$ cat src/rtl/codec_cmd_pkg.sv
package codec_cmd_pkg;

    typedef enum logic [0:0] {
        CMD_IDLE,
        CMD_ARMED
    } cmd_state_t;

    typedef enum logic [1:0] {
        RSP_IDLE,
        RSP_INFLIGHT,
        RSP_DUE,
        RSP_DUE_INFLIGHT
    } rsp_state_t;

endpackage

$ cat src/rtl/codec_cmd_slot.sv
module codec_cmd_slot
    import codec_cmd_pkg::*;
#(
    parameter int ADDR_W = 7,
    parameter int DATA_W = 16
) (
    input  logic              clk,
    input  logic              rst_n,
    input  logic              frame_start,
    input  logic              wr_cmd,
    input  logic              wr_rd,
    input  logic [ADDR_W-1:0] wr_addr,
    input  logic [DATA_W-1:0] wr_data,
    output logic              cmd_pending,
    output logic              overrun,
    output logic              tx_valid,
    output logic              tx_rd,
    output logic [ADDR_W-1:0] tx_addr,
    output logic [DATA_W-1:0] tx_data,
    output logic              take_rd,
    output logic [ADDR_W-1:0] take_addr
);

    cmd_state_t        state, nxt;
    logic              accept, take, reject;
    logic              hold_rd;
    logic [ADDR_W-1:0] hold_addr;
    logic [DATA_W-1:0] hold_data;

    always_ff @(posedge clk) begin
        if (!rst_n) state <= CMD_IDLE;
        else        state <= nxt;
    end

    always_comb begin
        nxt = state;
        unique case (state)
            CMD_IDLE:  if (wr_cmd)      nxt = CMD_ARMED;
            CMD_ARMED: if (frame_start) nxt = CMD_IDLE;
        endcase
    end

    always_comb begin
        cmd_pending = (state == CMD_ARMED);
        accept      = (state == CMD_IDLE)  && wr_cmd;
        take        = (state == CMD_ARMED) && frame_start;
        reject      = (state == CMD_ARMED) && wr_cmd;
        take_rd     = take && hold_rd;
        take_addr   = hold_addr;
    end

    always_ff @(posedge clk) begin
        if (!rst_n) begin
            hold_rd   <= 1'b0;
            hold_addr <= '0;
            hold_data <= '0;
        end else if (accept) begin
            hold_rd   <= wr_rd;
            hold_addr <= wr_addr;
            hold_data <= wr_data;
        end
    end

    always_ff @(posedge clk) begin
        if (!rst_n) begin
            tx_valid <= 1'b0;
            tx_rd    <= 1'b0;
            tx_addr  <= '0;
            tx_data  <= '0;
        end else if (frame_start) begin
            tx_valid <= take;
            if (take) begin
                tx_rd   <= hold_rd;
                tx_addr <= hold_addr;
                tx_data <= hold_data;
            end
        end
    end

    always_ff @(posedge clk) begin
        if (!rst_n) overrun <= 1'b0;
        else        overrun <= overrun | reject;
    end

    p_set_on_accept_r2: assert property (@(posedge clk) disable iff (!rst_n)
        (!cmd_pending && wr_cmd) |=> cmd_pending);

    p_clear_at_frame_r3: assert property (@(posedge clk) disable iff (!rst_n)
        (cmd_pending && frame_start) |=> (!cmd_pending && tx_valid));

    p_slot_hold_r3: assert property (@(posedge clk) disable iff (!rst_n)
        !frame_start |=> ($stable(tx_valid) && $stable(tx_addr) && $stable(tx_data)));

    p_ignore_busy_r9: assert property (@(posedge clk) disable iff (!rst_n)
        (cmd_pending && wr_cmd && !frame_start) |=>
            (cmd_pending && overrun && $stable(hold_addr) && $stable(hold_data)));

    p_overrun_sticky_r9: assert property (@(posedge clk) disable iff (!rst_n)
        overrun |=> overrun);

endmodule

$ cat src/rtl/codec_rsp_track.sv
module codec_rsp_track
    import codec_cmd_pkg::*;
#(
    parameter int ADDR_W = 7,
    parameter int DATA_W = 16
) (
    input  logic              clk,
    input  logic              rst_n,
    input  logic              frame_start,
    input  logic              take_rd,
    input  logic [ADDR_W-1:0] take_addr,
    input  logic              rx_valid,
    input  logic [ADDR_W-1:0] rx_addr,
    input  logic [DATA_W-1:0] rx_data,
    input  logic              stat_rd,
    output logic              stat_new,
    output logic [ADDR_W-1:0] stat_addr,
    output logic [DATA_W-1:0] stat_data
);

    rsp_state_t        state, nxt;
    logic [ADDR_W-1:0] flight_addr, due_addr;
    logic              in_flight, is_due, hit;

    always_ff @(posedge clk) begin
        if (!rst_n) state <= RSP_IDLE;
        else        state <= nxt;
    end

    always_comb begin
        in_flight = (state == RSP_INFLIGHT) || (state == RSP_DUE_INFLIGHT);
        is_due    = (state == RSP_DUE)      || (state == RSP_DUE_INFLIGHT);
        hit       = rx_valid && !frame_start && is_due && (rx_addr == due_addr);
    end

    always_comb begin
        nxt = state;
        if (frame_start) begin
            unique case ({in_flight, take_rd})
                2'b00: nxt = RSP_IDLE;
                2'b01: nxt = RSP_INFLIGHT;
                2'b10: nxt = RSP_DUE;
                2'b11: nxt = RSP_DUE_INFLIGHT;
            endcase
        end else if (hit) begin
            unique case (state)
                RSP_DUE:          nxt = RSP_IDLE;
                RSP_DUE_INFLIGHT: nxt = RSP_INFLIGHT;
                default:          nxt = state;
            endcase
        end
    end

    always_ff @(posedge clk) begin
        if (!rst_n) begin
            flight_addr <= '0;
            due_addr    <= '0;
        end else if (frame_start) begin
            due_addr <= flight_addr;
            if (take_rd) flight_addr <= take_addr;
        end
    end

    always_ff @(posedge clk) begin
        if (!rst_n) begin
            stat_new  <= 1'b0;
            stat_addr <= '0;
            stat_data <= '0;
        end else if (hit) begin
            stat_new  <= 1'b1;
            stat_addr <= rx_addr;
            stat_data <= rx_data;
        end else if (stat_rd) begin
            stat_new  <= 1'b0;
        end
    end

    p_load_needs_due_r5: assert property (@(posedge clk) disable iff (!rst_n)
        $rose(stat_new) |-> $past(is_due));

    p_clear_on_read_r8: assert property (@(posedge clk) disable iff (!rst_n)
        (stat_new && stat_rd && !rx_valid) |=> !stat_new);

    p_boundary_quiet_r10: assert property (@(posedge clk) disable iff (!rst_n)
        (frame_start && !stat_new) |=> !stat_new);

endmodule

$ cat src/rtl/codec_cmd_ctrl.sv
module codec_cmd_ctrl
    import codec_cmd_pkg::*;
#(
    parameter int ADDR_W = 7,
    parameter int DATA_W = 16
) (
    input  logic              clk,
    input  logic              rst_n,
    input  logic              sw_cmd_wr,
    input  logic              sw_cmd_rd,
    input  logic [ADDR_W-1:0] sw_cmd_addr,
    input  logic [DATA_W-1:0] sw_cmd_data,
    input  logic              sw_stat_rd,
    output logic              cmd_new,
    output logic              cmd_overrun,
    output logic              stat_new,
    output logic [ADDR_W-1:0] stat_addr,
    output logic [DATA_W-1:0] stat_data,
    input  logic              frame_start,
    output logic              tx_valid,
    output logic              tx_rd,
    output logic [ADDR_W-1:0] tx_addr,
    output logic [DATA_W-1:0] tx_data,
    input  logic              rx_valid,
    input  logic [ADDR_W-1:0] rx_addr,
    input  logic [DATA_W-1:0] rx_data
);

    logic              take_rd;
    logic [ADDR_W-1:0] take_addr;

    codec_cmd_slot #(.ADDR_W(ADDR_W), .DATA_W(DATA_W)) u_slot (
        .clk         (clk),
        .rst_n       (rst_n),
        .frame_start (frame_start),
        .wr_cmd      (sw_cmd_wr),
        .wr_rd       (sw_cmd_rd),
        .wr_addr     (sw_cmd_addr),
        .wr_data     (sw_cmd_data),
        .cmd_pending (cmd_new),
        .overrun     (cmd_overrun),
        .tx_valid    (tx_valid),
        .tx_rd       (tx_rd),
        .tx_addr     (tx_addr),
        .tx_data     (tx_data),
        .take_rd     (take_rd),
        .take_addr   (take_addr)
    );

    codec_rsp_track #(.ADDR_W(ADDR_W), .DATA_W(DATA_W)) u_rsp (
        .clk         (clk),
        .rst_n       (rst_n),
        .frame_start (frame_start),
        .take_rd     (take_rd),
        .take_addr   (take_addr),
        .rx_valid    (rx_valid),
        .rx_addr     (rx_addr),
        .rx_data     (rx_data),
        .stat_rd     (sw_stat_rd),
        .stat_new    (stat_new),
        .stat_addr   (stat_addr),
        .stat_data   (stat_data)
    );

    p_write_no_status_r4: assert property (@(posedge clk) disable iff (!rst_n)
        (tx_valid && !tx_rd && frame_start && !stat_new && !rx_valid) |=> !stat_new);

endmodule

$ cat config.mk
export PLATFORM = sky130hd
export DESIGN_NAME = codec_cmd_ctrl
export DESIGN_NICKNAME = d
export VERILOG_FILES = /design/src/rtl/codec_cmd_pkg.sv /design/src/rtl/codec_cmd_slot.sv /design/src/rtl/codec_rsp_track.sv /design/src/rtl/codec_cmd_ctrl.sv
export SDC_FILE = /design/constraint.sdc
export NUM_CORES = 1
export LEC_CHECK = 0
export ABC_CLOCK_PERIOD_IN_PS = 1900
export BUFFER_PORTS_ARGS = -buffer_cell sky130_fd_sc_hd__buf_2
export CORE_ASPECT_RATIO = 1.1
export CORE_MARGIN = 2
export CORE_UTILIZATION = 35
export CTS_CLUSTER_SIZE = 14
export DETAILED_ROUTE_END_ITERATION = 6
export PLACE_DENSITY_LB_ADDON = 0.15
export SLEW_MARGIN = 5
export SYNTH_ARGS = -nofsm -noshare
export SYNTH_HDL_FRONTEND = slang
export SYNTH_SLANG_ARGS = --single-unit
$ cat constraint.sdc
create_clock -name clk -period 1.9 [get_ports clk]
set_clock_uncertainty 0.1 [all_clocks]
set_input_delay 0.19 -clock clk [delete_from_list [all_inputs] [get_ports clk]]
set_output_delay 0.19 -clock clk [all_outputs]
set_load 0.005 [all_outputs]
-- After elaboration in Yosys (flattened, before gate mapping)
Index checks and enable logic that the tools add are counted.
Widths: inputs -> output; s select.
- mux-type cells: 9
- bitwise logic cells: 2
- reductions and logical operators: 17
- equal/unequal tests: 7
- operators by type and width (cell ; number):
    $eq 2x2->1 const B ; 4
    $pmux 2 s4 ; 1
    $eq 7x7->1 ; 1
    $logic_and 1x1->1 ; 7
    $reduce_and 2->1 ; 3
    $eq 2x1->1 const B ; 2
    $mux 1 ; 4
    $mux 2 ; 2
    $pmux 2 s2 ; 1
    $reduce_bool 2->1 ; 2
    $reduce_bool 3->1 ; 1
    $logic_not 2->1 ; 1
    $logic_or 1x1->1 ; 2
    $pmux 1 s2 ; 1
    $logic_not 1->1 ; 1
    $not 1->1 ; 1
    $or 1x1->1 ; 1
- output and inout bits: 51
- word-level logic and storage cells: 50
- register bits: 91

-- Longest topological paths before layout
Gate-level depths: netlist (run 1).
- depth in word-level cells: 6
- depth in mapped cells: 5
- depth with buffers taken out: 4

-- Hierarchy
A second synthesis (run 1) with hierarchy kept.
- cells, all modules: 367
- area total of the unflattened synthesis: 3589.7 um2
- by module, submodules not included (module ; instances ; sequential area each (um2) ; cells each ; area each (um2)):
    codec_cmd_slot ; 1 ; 1021.0 ; 194 ; 1933.1
    codec_rsp_track ; 1 ; 800.8 ; 173 ; 1656.6

-- Worst setup path before layout (run 1)
Ideal clock, no wire load.
- kind: register -> register
- start point: register u_rsp.due_addr[3]
- end point: register u_rsp.stat_addr[2]
- arrival time: 1.259 ns
- stages on the path, launching flop included: 6
- clock period less this slack: 1.479 ns
- path slack: 0.421 ns
- cells stage by stage: dfxtp_1 > xor2_1 > nor4_4 > nand4_4 > buf_6 > mux2i_1
- word-level cells in the longest chain between the ends: 2
- RTL lines (element ; RTL line ; RTL):
    start: declaration ; codec_rsp_track.sv:22 ; logic [ADDR_W-1:0] flight_addr, due_addr;
    start signal: assignment ; codec_rsp_track.sv:59 ; due_addr <= flight_addr;
    $eq 7x7->1 ; codec_rsp_track.sv:33 ; hit = rx_valid && !frame_start && is_due && (rx_addr == due_addr);
    $logic_and 1x1->1 ; codec_rsp_track.sv:33 ;
    end signal: assignment ; codec_rsp_track.sv:71 ; stat_addr <= rx_addr;
    end: declaration ; codec_rsp_track.sv:17 ; output logic [ADDR_W-1:0] stat_addr,
Every way passes these cells.
A chain may end at the register's enable or synchronous reset.

-- Worst setup path in the final report (run 1)
- start point: input rx_addr[3]
- end point: register u_rsp.stat_data[10]
- word-level cells in the longest chain between the ends: 2
- RTL lines (element ; RTL line ; RTL):
    start: declaration ; codec_cmd_ctrl.sv:25 ; input logic [ADDR_W-1:0] rx_addr,
    $eq 7x7->1 ; codec_rsp_track.sv:33 ;
    $logic_and 1x1->1 ; codec_rsp_track.sv:33 ;
    end signal: assignment ; codec_rsp_track.sv:72 ; stat_data <= rx_data;
    end: declaration ; codec_rsp_track.sv:18 ; output logic [DATA_W-1:0] stat_data
Every way passes these cells.

==> results.json, run 1 <==
{
  "clk_pin_slew_ns": 0.09,
  "first_global_vias": 2856,
  "initialDrtViolationCount": 95,
  "drc": 0,
  "placementRows": 38,
  "worstMarginPinSlew_ns": 0.5171,
  "slew_headroom": 0.6553,
  "ys_ff_latch": 91,
  "fin_crit_ns": 1.777,
  "min_path_cells": 3,
  "numCtsBuffers": 9,
  "leakagePower_nw": 2.189,
  "num-fill-cells": 974,
  "die_h_um": 109.0,
  "portBuffers": 103,
  "syn_area_per_cell_sq_um": 8.927,
  "routabilityCongestion": 0.6980,
  "cp_slowest_stage_delay_ns": 0.53,
  "cts_setup_buffers": 0,
  "worstSetupStartpointType": "input pin",
  "drt-vias-per-instance": 4.536,
  "setup_tns_ns": 0,
  "final_nets": 590,
  "r2r_slack_ns": 0.32,
  "power_density_mw_per_mm2": 728.7,
  "met2_usage": 0.2630,
  "synth_area_sq_mm": 0.003508,
  "final_core_util": 0.4917,
  "hp-class": "in2reg",
  "synth_warnings": 0,
  "syn_to_final_growth_pct": 37.27,
  "synth.area.top_cells": "dfxtp_1 52%, nand2_1 17%, a21boi_0 9.2%",
  "hold_end": "u_slot.overrun",
  "synth_cell_types": 21,
  "cts-resized-gates": 0,
  "clock_latency_ns": 0.36,
  "wl_mm": 8.058,
  "synth_cells": 393,
  "critical-path-top-delay-family": "buffers and inverters",
  "antennaDiodeCount": 0,
  "worstSetupEndpointType": "flop",
  "drv_cap": 0,
  "start_util": 0.3582,
  "gr-usage-met3": 0.03910,
  "worst-r2r-cell-count": 5,
  "cp_max_fo": 21,
  "r2r_start": "u_rsp.due_addr[3]",
  "root_buffer": "clkbuf_8",
  "cts_tree": "yes",
  "min_from": "sw_cmd_wr",
  "postLayoutSetupSlackWorst_ns": 0.1230,
  "crit_type": "in2reg",
  "antenna_found_initial": 0,
  "synth_nets": 446,
  "ctsHoldBuffers": 48,
  "die_w_um": 99.46,
  "grt_usage": 0.1512,
  "finalSetupViolations": 0,
  "slowest_stage": "dlygate4sd3_1",
  "grt.overflow.total": 0,
  "first_pass_iters": 6,
  "hold_viol": 0,
  "required_ns": 2.04,
  "ir_worst_vdd_mv": 0.3994,
  "grt_start_max_net_pins": 57,
  "rsz0062_at_grt": "no",
  "cts_buffer_depth": 2,
  "hpwl_mm": 5.115,
  "cp.arrival_ns": 1.92,
  "route.vias.total": 3003,
  "worst_r2r_endpoint": "u_rsp.stat_data[10]",
  "dieArea_sq_mm": 0.01084,
  "h-tree-depth": 3,
  "ys_seq_area_frac": 0.5193,
  "synth_top_area_share": 0.5193,
  "core-area_sq_mm": 0.009794,
  "cts_num_sinks": 91,
  "route.antenna.remaining_nets": 0,
  "crit_chain": "dlygate4sd3_1 -> buf_2 -> xor2_1 -> nor4_4 -> nand4_4 -> buf_12 -> mux2i_1",
  "met1_usage": 0.1813,
  "critPathBufInv": 3,
  "place_ws_ns": 0.2680,
  "min_period_over_period": 0.9353,
  "top_usage_layer": "met2",
  "whs_ns": 0.02950,
  "io-pin-count": 104,
  "synth_area_leader_cell": "dfxtp_1",
  "wl_per_cell_um": 12.17,
  "grt_first_pass_wirelength_mm": 13.12,
  "slew_violations": 0,
  "drive_gt1_frac": 0.2399,
  "status": "completed",
  "max_freq_mhz": 562.7
}
power by group:
part	switching [mW]	internal [mW]	total, mW
Combinational	0.154	0.181	0.335
Sequential	0.0255	1.95	1.97
Clock	0.688	0.514	1.20
metal layers:
metal	wire, um	vias to the layer above	share of wire
met5	0	-	0
met4	68	0	0.0084
met3	409	6	0.051
met2	3780	73	0.47
met1	3798	1370	0.47
li1	-	1554	-
worst min-delay path, delay by kind of cell:
family | cells | cell delay [ns]
simple gates | 1 | 0.10
compound gates | 1 | 0.06
buf+inv | 1 | 0.10
cells in the final DEF (no fill, tap or decap), types with 2 or more instances in the layout:
cell type / n
nand2b_1: 4
xor2_1: 4
clkbuf_8: 10
clkinvlp_4: 4
mux2i_1: 30
buf_2: 102
a21boi_0: 43
xnor2_1: 3
dlygate4sd3_1: 48
nand2_1: 156
nor2b_1: 10
buf_12: 2
dfxtp_1: 91
buf_4: 8
a21boi_1: 14
a21oi_1: 2
cell usage after synthesis (all sizes together):
cell type	count
and3b	1
dfxtp	91
nand4	1
nand2	156
nor4	1
and3	1
a21boi	57
and2	1
a21oi	2
buf	3
xnor2	3
nand2b	4
clkbuf	24
o21a	1
xor2	4
and4b	1
mux2i	30
nor2b	11
a32o	1
sequential cells by signal (all words and copies together) (netlist names):
register,count
u_slot.tx_rd,1
u_slot.take_addr,7
u_slot.cmd_pending,1
u_rsp.stat_addr,7
u_rsp.due_addr,7
u_slot.tx_valid,1
u_rsp.stat_new,1
u_slot.overrun,1
u_rsp.flight_addr,7
u_slot.tx_addr,7
u_slot.tx_data,16
u_rsp.state,2
u_rsp.stat_data,16
u_slot.hold_data,16
u_slot.hold_rd,1
through the flow:
stage	power, mW	instances	instance area (sq um)
after floorplan	2.159	393	3508
after global placement	2.277	598	4155
after detailed placement	2.283	598	4155
after CTS	3.576	662	4816
after global routing	3.703	662	4816
final	3.509	662	4816
worst max path at each step:
stage / start / to / cells past startpoint
6_report: rx_addr[3] / u_rsp.stat_data[10] / 7
5_1_grt: rx_addr[3] / u_rsp.stat_data[14] / 7
4_1_cts: rx_addr[3] / u_rsp.stat_data[14] / 7
3_5_place_dp: rx_addr[3] / u_rsp.stat_data[9] / 6
3_3_place_gp: rx_addr[3] / u_rsp.stat_data[9] / 6
2_1_floorplan: u_rsp.due_addr[3] / u_rsp.stat_addr[2] / 5
final cells by class:
type                    instances  area, sq um  area share
flip-flops and latches         91         1822      0.3783
repair buffers                160         1091      0.2266
clock inverters                 5        38.79    0.008054
clock buffers                  11        141.4     0.02936
multi-input cells             275         1573      0.3266
well taps                     120        150.1     0.03118
cell families after synthesis:
group	after synthesis	share of synthesized area
AO/OA/AOI/OAI	61	0.1298
XOR/XNOR	7	0.01748
buffers and inverters	27	0.03317
flip-flops	91	0.5193
multiplexers	30	0.08559
AND/OR/NAND/NOR	177	0.2147
Power figures use the tool's default switching activity.
==> inputs of run 2 (changes only) <==
--- a/config.mk
+++ b/config.mk
@@ -12,6 +12,7 @@
 export CORE_UTILIZATION = 35
 export CTS_CLUSTER_SIZE = 14
 export DETAILED_ROUTE_END_ITERATION = 6
+export MAX_ROUTING_LAYER = met4
 export PLACE_DENSITY_LB_ADDON = 0.15
 export SLEW_MARGIN = 5
 export SYNTH_ARGS = -nofsm -noshare
==> results.json, run 2 (synthesized netlist as in run 1, its figures left out) <==
{
  "status": "completed",
  "root_buffer": "clkbuf_8",
  "num-fill-cells": 974,
  "required_ns": 2.04,
  "hold_end": "u_slot.overrun",
  "multi_input_area_sq_mm": 0.001573,
  "die_h_um": 109.0,
  "initialDrtViolationCount": 81,
  "rsz0062_at_grt": "no",
  "r2r_slack_ns": 0.32,
  "power_density_mw_per_mm2": 728.8,
  "grt_start_max_net_pins": 57,
  "drc": 0,
  "cp_slowest_stage_delay_ns": 0.53,
  "worstSetupEndpointType": "flop",
  "cts_tree": "yes",
  "worstSetupStartpointType": "input pin",
  "wl_mm": 8.023,
  "drive_gt1_frac": 0.2399,
  "whs_ns": 0.02756,
  "slew_headroom": 0.6575,
  "worstMarginPinSlew_ns": 0.5138,
  "min_from": "sw_cmd_wr",
  "slowest_stage": "dlygate4sd3_1",
  "ctsHoldBuffers": 48,
  "reg.largest.list": "u_rsp.stat_data x16, u_slot.hold_data x16, u_slot.tx_data x16",
  "final_common_cell": "nand2_1",
  "leakagePower_nw": 2.189,
  "cts_num_sinks": 91,
  "final_nets": 590,
  "io-pin-count": 104,
  "cts_setup_buffers": 0,
  "max_freq_mhz": 563.2,
  "clock_latency_ns": 0.36,
  "cts_buffer_depth": 2,
  "final_core_util": 0.4917,
  "r2r_start": "u_rsp.due_addr[3]",
  "h-tree-depth": 3,
  "dieArea_sq_mm": 0.01084,
  "slew_violations": 0,
  "worst-r2r-cell-count": 5,
  "wl_per_cell_um": 12.12,
  "fin_crit_ns": 1.775,
  "drv_cap": 0,
  "route.antenna.remaining_nets": 0,
  "cp.arrival_ns": 1.92,
  "die_w_um": 99.46,
  "setup_tns_ns": 0,
  "hp-class": "in2reg",
  "syn_to_final_growth_pct": 37.27,
  "mostFrequentLayoutCells": "156 x nand2_1, 102 x buf_2, 91 x dfxtp_1",
  "critPathBufInv": 3,
  "crit_type": "in2reg",
  "power_mw": 3.510,
  "cp_max_fo": 21,
  "hpwl_mm": 5.115,
  "min_period_over_period": 0.9344,
  "placementRows": 38,
  "grt_usage": 0.1555,
  "regArea_sq_mm": 0.001822,
  "core-area_sq_mm": 0.009794,
  "min_path_cells": 3,
  "grt.overflow.total": 0,
  "first_pass_iters": 4,
  "crit_chain": "dlygate4sd3_1 -> buf_2 -> xor2_1 -> nor4_4 -> nand4_4 -> buf_12 -> mux2i_1",
  "routabilityCongestion": 0.7056,
  "start_util": 0.3582,
  "ir_worst_vdd_mv": 0.3994,
  "portBuffers": 103,
  "clk_pin_slew_ns": 0.09,
  "first_global_vias": 2851,
  "finalSetupViolations": 0,
  "grt_first_pass_wirelength_mm": 13.11,
  "numCtsBuffers": 9,
  "worst_r2r_endpoint": "u_rsp.stat_data[10]",
  "cts-resized-gates": 0,
  "critical-path-top-delay-family": "buffers and inverters",
  "drt-vias-per-instance": 4.538,
  "route.vias.total": 3004,
  "antenna_found_initial": 0,
  "antennaDiodeCount": 0,
  "hold_viol": 0
}
[run 2: cell counts in the layout (fill, tap and decap cells not counted)]
Identical to the previous run, type by type.
[run 2: stage by stage]
stage | std cells | instance area (sq um) | worst slack [ns]
2_1_floorplan | 393 | 3508 | 0.4212
3_3_place_gp | 598 | 4155 | 0.2876
3_5_place_dp | 598 | 4155 | 0.2680
4_1_cts | 662 | 4816 | 0.1136
5_1_grt | 662 | 4816 | 0.02651
6_report | 662 | 4816 | 0.1245
[run 2: worst register-to-register path, delay by kind of cell, from the launching register on]
kind | cells | cell delay, ns
xor+xnor | 1 | 0.16
buf+inv | 1 | 0.22
flops | 1 | 0.33
mux | 1 | 0.14
simple gates | 2 | 0.52
[run 2: final cells by class]
class                      instances  area share
sequential                        91      0.3783
multi-input combinational        275      0.3266
timing repair buffer             160      0.2266
tap                              120     0.03118
clock buffer                      11     0.02936
clock inverter                     5    0.008054
[run 2: per-layer routing]
layer  vias up  global-route usage  wire [um]
met5         -                   -          0
met4         0             0.05284         94
met3         8             0.03526        369
met2        75              0.2630       3785
met1      1366              0.1833       3774
li1       1555                   -          -
[run 2: power by group]
part / total, mW / switching (mW) / internal (mW)
clock network: 1.20 / 0.689 / 0.514
logic: 0.334 / 0.153 / 0.181
registers: 1.97 / 0.0255 / 1.95
[run 2: how the worst max path moves through the flow]
stage | start | to | cells past startpoint | slack (ns)
after detailed placement | rx_addr[3] | u_rsp.stat_data[9] | 6 | 0.27
after CTS | rx_addr[3] | u_rsp.stat_data[14] | 7 | 0.11
after global routing | rx_addr[3] | u_rsp.stat_data[14] | 7 | 0.03
after global placement | rx_addr[3] | u_rsp.stat_data[9] | 6 | 0.29
final | rx_addr[3] | u_rsp.stat_data[10] | 7 | 0.12
after floorplan | u_rsp.due_addr[3] | u_rsp.stat_addr[2] | 5 | 0.42
